<file path="config.mk">
export PLATFORM = sky130hd
export DESIGN_NAME = macrd_readout
export DESIGN_NICKNAME = d
export VERILOG_FILES = /design/src/rtl/macrd_pkg.sv /design/src/rtl/macrd_round.sv /design/src/rtl/macrd_clip.sv /design/src/rtl/macrd_readout.sv
export SDC_FILE = /design/constraint.sdc
export NUM_CORES = 1
export LEC_CHECK = 0
export BUFFER_PORTS_ARGS = -buffer_cell sky130_fd_sc_hd__buf_4
export CAP_MARGIN = 20
export CORE_MARGIN = 2
export CORE_UTILIZATION = 30
export CTS_CLUSTER_SIZE = 12
export DETAILED_ROUTE_END_ITERATION = 8
export PLACE_DENSITY_LB_ADDON = 0.2
export SLEW_MARGIN = 20
export SYNTH_ARGS = -nofsm -noshare
export SYNTH_HDL_FRONTEND = slang
export SYNTH_SLANG_ARGS = --single-unit
</file>
<file path="constraint.sdc">
create_clock -name clk -period 1.6 [get_ports clk]
set_clock_uncertainty 0.15 [all_clocks]
set_input_delay 0.16 -clock clk [delete_from_list [all_inputs] [get_ports clk]]
set_output_delay 0.16 -clock clk [all_outputs]
set_load 0.02 [all_outputs]
</file>
<file path="src/rtl/macrd_pkg.sv">
package macrd_pkg;
    localparam int ACC_W   = 64;
    localparam int RES_W   = 32;
    localparam int HALF_W  = 16;
    localparam int FULL_SH = 8;
    localparam int HALF_SH = 24;

    typedef enum logic [1:0] {
        MODE_SINT     = 2'b00,
        MODE_UINT     = 2'b01,
        MODE_FRAC     = 2'b10,
        MODE_FRAC_ALT = 2'b11
    } mode_e;

    typedef enum logic {
        ST_IDLE = 1'b0,
        ST_EMIT = 1'b1
    } state_e;
endpackage

</file>
<file path="src/rtl/macrd_round.sv">
module macrd_round #(
    parameter int W  = 64,
    parameter int SH = 8
) (
    input  logic [W-1:0]  acc,
    input  logic          en,
    output logic [W-SH:0] q
);
    localparam int QW = W - SH + 1;
    localparam logic [SH-1:0] HALFP = {1'b1, {(SH-1){1'b0}}};

    logic [QW-2:0] base;
    logic [SH-1:0] rem;
    logic          inc;

    always_comb begin
        base = acc[W-1:SH];
        rem  = acc[SH-1:0];
        inc  = en && ((rem > HALFP) || ((rem == HALFP) && base[0]));
        q    = {base[QW-2], base} + QW'(inc);
    end
endmodule

</file>
<file path="src/rtl/macrd_clip.sv">
module macrd_clip #(
    parameter int IW = 64,
    parameter int OW = 32
) (
    input  logic [IW-1:0] din,
    input  logic          sat,
    output logic [OW-1:0] dout
);
    logic fits;

    always_comb begin
        fits = (&din[IW-1:OW-1]) || ~(|din[IW-1:OW-1]);
        if (sat && !fits)
            dout = din[IW-1] ? {1'b1, {(OW-1){1'b0}}} : {1'b0, {(OW-1){1'b1}}};
        else
            dout = din[OW-1:0];
    end
endmodule

</file>
<file path="src/rtl/macrd_readout.sv">
module macrd_readout
    import macrd_pkg::*;
(
    input  logic                 clk,
    input  logic                 rst_n,
    input  logic                 in_valid,
    input  logic [ACC_W-1:0]     acc_in,
    input  logic [1:0]           mode_sel,
    input  logic                 half_out,
    input  logic                 round_en,
    input  logic                 sat_en,
    output logic                 res_valid,
    output logic [RES_W-1:0]     res_out
);
    localparam int QH_W = ACC_W - HALF_SH + 1;
    localparam int QF_W = ACC_W - FULL_SH + 1;

    state_e               state_q;
    logic [QH_W-1:0]      q_half;
    logic [QF_W-1:0]      q_full;
    logic [HALF_W-1:0]    r_half;
    logic [RES_W-1:0]     r_full;
    logic [RES_W-1:0]     r_sint;
    logic [RES_W-1:0]     r_uint;
    logic [RES_W-1:0]     res_next;

    macrd_round #(.W(ACC_W), .SH(HALF_SH)) i_round_half (
        .acc (acc_in), .en (1'b1), .q (q_half)
    );

    macrd_round #(.W(ACC_W), .SH(FULL_SH)) i_round_full (
        .acc (acc_in), .en (round_en), .q (q_full)
    );

    macrd_clip #(.IW(QH_W), .OW(HALF_W)) i_clip_half (
        .din (q_half), .sat (sat_en), .dout (r_half)
    );

    macrd_clip #(.IW(QF_W), .OW(RES_W)) i_clip_full (
        .din (q_full), .sat (sat_en), .dout (r_full)
    );

    macrd_clip #(.IW(ACC_W), .OW(RES_W)) i_clip_sint (
        .din (acc_in), .sat (1'b1), .dout (r_sint)
    );

    always_comb begin
        r_uint = (|acc_in[ACC_W-1:RES_W]) ? {RES_W{1'b1}} : acc_in[RES_W-1:0];
        unique case (mode_e'(mode_sel))
            MODE_SINT:     res_next = r_sint;
            MODE_UINT:     res_next = r_uint;
            MODE_FRAC,
            MODE_FRAC_ALT: res_next = half_out ? {{(RES_W-HALF_W){1'b0}}, r_half} : r_full;
            default:       res_next = '0;
        endcase
    end

    // state register
    always_ff @(posedge clk or negedge rst_n) begin
        if (!rst_n) begin
            state_q <= ST_IDLE;
        end else begin
            unique case (state_q)
                ST_IDLE: state_q <= in_valid ? ST_EMIT : ST_IDLE;
                ST_EMIT: state_q <= in_valid ? ST_EMIT : ST_IDLE;
                default: state_q <= ST_IDLE;
            endcase
        end
    end

    // outputs
    always_ff @(posedge clk or negedge rst_n) begin
        if (!rst_n)
            res_out <= '0;
        else if (in_valid)
            res_out <= res_next;
    end

    assign res_valid = (state_q == ST_EMIT);
endmodule

</file>
==> results.txt <==
Final setup viols = 32
WHS = 109 ps
Cts bufs inserted = 5
Gr usage total = 0.278
Clock Tree Buf Depth = 2
Die area = 17500 µm²
FF+latch count, synth = 33
Drt drc = 0
Failing checks = setup timing
FF-to-FF End = res_out[31]
Met3 usage = 0.0277
Die Ht = 132 µm
Final WS setup = -2320 ps
I/O Pins = 105
Dpl hpwl = 20200 µm
Total routed wirelength = 25100 µm
DRT antenna net count = 0
Commonest non-fill, non-tap cell in the layout = buf_4
DRT iter0 DRCs = 470
GR peak layer = met2
Worst EP required = 1610 ps
Slew Limit Fails = 0
I/O Buffers = 104
Starting Density = 0.308
CTS H-tree lvls = 2
Largest net degree at the start of global routing = 36
Post-synth EDFFs = 0
Normalized max-slew margin = 0.685
Final hold violations = 0
Gr ovfl total = 0
Root Driver = clkbuf_16
Die extent in x = 132 µm
Pwr dens = 472 nW/µm²
Post-route setup TNS = -72930 ps
R2R depth = 1
GR Layer Usage met2 = 0.494
Commonest non-fill, non-tap cells in the layout = buf_4 (355), nor2_1 (60), nand4_1 (42), xnor2_1 (41), nand2_1 (40)
Worst setup EP type = register
Filler Cells Inserted = 1594
Clk Latency, worst-skew pair = 290 ps
FP Rows = 46
Syn nets = 726
Core region area = 16000 µm²
Beginning of the critical path = acc_in[8]
Initial antenna violation count = 0
Via density = 5.60
First-pass GRT wire length = 38000 µm
Clock transition at path regs = 60 ps
CTS tree = done
Total clock sinks = 33
Pre-antenna DRT Iters = 5
Detailed-route via count = 6598
Reg-to-reg startpoint = res_out[31]
Drt wl/cell = 21.3 µm
Max FO, Critical Path = 8
Layout cells sized above 1 = 0.491
Critical Path End = res_out[15]
CP Data Arrival Time = 3940 ps
Final worst-path cycle share = 2.45
Status = finished with violations
Maximum resistive drop on vdd = 0.000583 V
Ys async rst share = 1.00
Ant. Diodes = 0
Vias in the first global route = 6603
Pre-CTS worst setup slack = -2600 ps
Netlist cell types = 80
Sequential fraction of the synthesis area = 0.167
Fmax = 255 MHz
Power, Total = 3.89 mW
Main flop type after synthesis = dfrtp_1
YS warnings = 0
Critical path class = input port to register
R2R setup slack = 720 ps
Syn Inst Count = 650
Crit path launch type = input port
Minimum clock period after layout = 3920 ps
Fin nets = 1038
Max Cap Viol = 0
Area grow syn2layout = 67.0%
Worst Hold Class = input port to register
Pleak = 3.40 nW
Worst-margin pin slew = 469 ps
Unrepaired setup endpoints after global routing = yes
Syn avg cell area = 7.59 µm²
Placer congestion estimate = 0.973
Synth Cell Area = 4930 µm²
Met1 Track Usage GR = 0.331
## layout make-up
cell class,instances,area [µm²],share of cell area
Clock buffer,7,143,0.0173
Multi-Input combinational cell,543,3960,0.481
Timing Repair Buffer,372,2980,0.362
Inverter,7,26.3,0.00319
Sequential cell,33,826,0.100
Tap cell,216,270,0.0328
Clock inverter,1,30.0,0.00365
## Yosys cell counts, drive strengths merged, types with 3 or more instances
library cell,n,area share
a21oi,40,0.041
a2bb2oi,7,0.012
a31oi,17,0.025
and3,20,0.027
and4,18,0.033
buf,39,0.062
clkbuf,25,0.027
dfrtp,33,0.17
dlygate4sd3,3,0.0061
ha,4,0.010
inv,7,0.0053
nand2,41,0.032
nand3,35,0.036
nand3b,3,0.0046
nand4,48,0.074
nor2,61,0.046
nor3,26,0.027
nor4,31,0.047
o2111ai,3,0.0053
o211ai,5,0.0076
o21a,7,0.011
o21ai,36,0.044
o31ai,3,0.0046
or2,5,0.0063
or3,4,0.0063
or4,7,0.011
xnor2,43,0.076
xor2,38,0.067
## state kept, by name, indices dropped and copies added, names as in the netlist
signal,flops
res_out,32
res_valid,1
## stage by stage
step	area [µm²]	utilization	instances
finish	8240	0.515	1179
global route	8240	0.515	1179
CTS	7950	0.497	1177
detailed placement	7530	0.471	1159
global placement	7530	0.471	1159
floorplan	4970	-	650
## how the worst min path moves through the flow
stage | slack [ps] | start | cells past startpoint | endpoint
floorplan | -290 | rst_n | 0 | res_out[0]
global placement | -30 | rst_n | 1 | res_out[4]
detailed placement | -10 | rst_n | 1 | res_out[2]
CTS | 110 | acc_in[3] | 4 | res_out[3]
global route | 120 | acc_in[3] | 4 | res_out[3]
finish | 110 | acc_in[3] | 4 | res_out[3]
## layer usage
metal  vias to the layer above  share of wire
li1                       3061              -
met1                      3168           0.40
met2                       289           0.49
met3                        80          0.048
met4                         0          0.062
met5                         -              0
## kinds of logic after synthesis
group	synth area share
adder cells (fa/ha/maj)	0.0102
buffers and inverters	0.101
flip-flops	0.167
multiplexers	0.00457
AND/OR/NAND/NOR	0.374
XOR/XNOR	0.144
AO/OA/AOI/OAI	0.199
## worst max-delay path, stage by stage
cell and delay, ps:
buf_8 100, nor4_4 260, nand2_1 120, buf_4 140, and3_4 150, ha_4 170, and4_4 190, and3_4 180
and4b_2 250, xnor2_2 140, or4_4 500, or4_4 420, or3_4 430, buf_6 130, o311a_4 180, buf_16 180
o21ai_4 130, a31oi_1 100
## repair_timing
action                                  CTS  global route
cloned                                    3             2
pin swaps                                 3            26
hold buffers                              1             0
setup buffers                             6             1
gates resized for setup                  21            51
endpoints found under the setup margin   32            32
hold endpoints to repair                 33             0
## where the power goes
part           switching, mW  internal (mW)  total (mW)
Sequential            0.0610          0.935       0.996
Combinational          0.909          0.810        1.72
Clock                  0.392          0.779        1.17
Total                   1.36           2.52        3.89
Note: power is estimated with default switching activity, not from simulation.
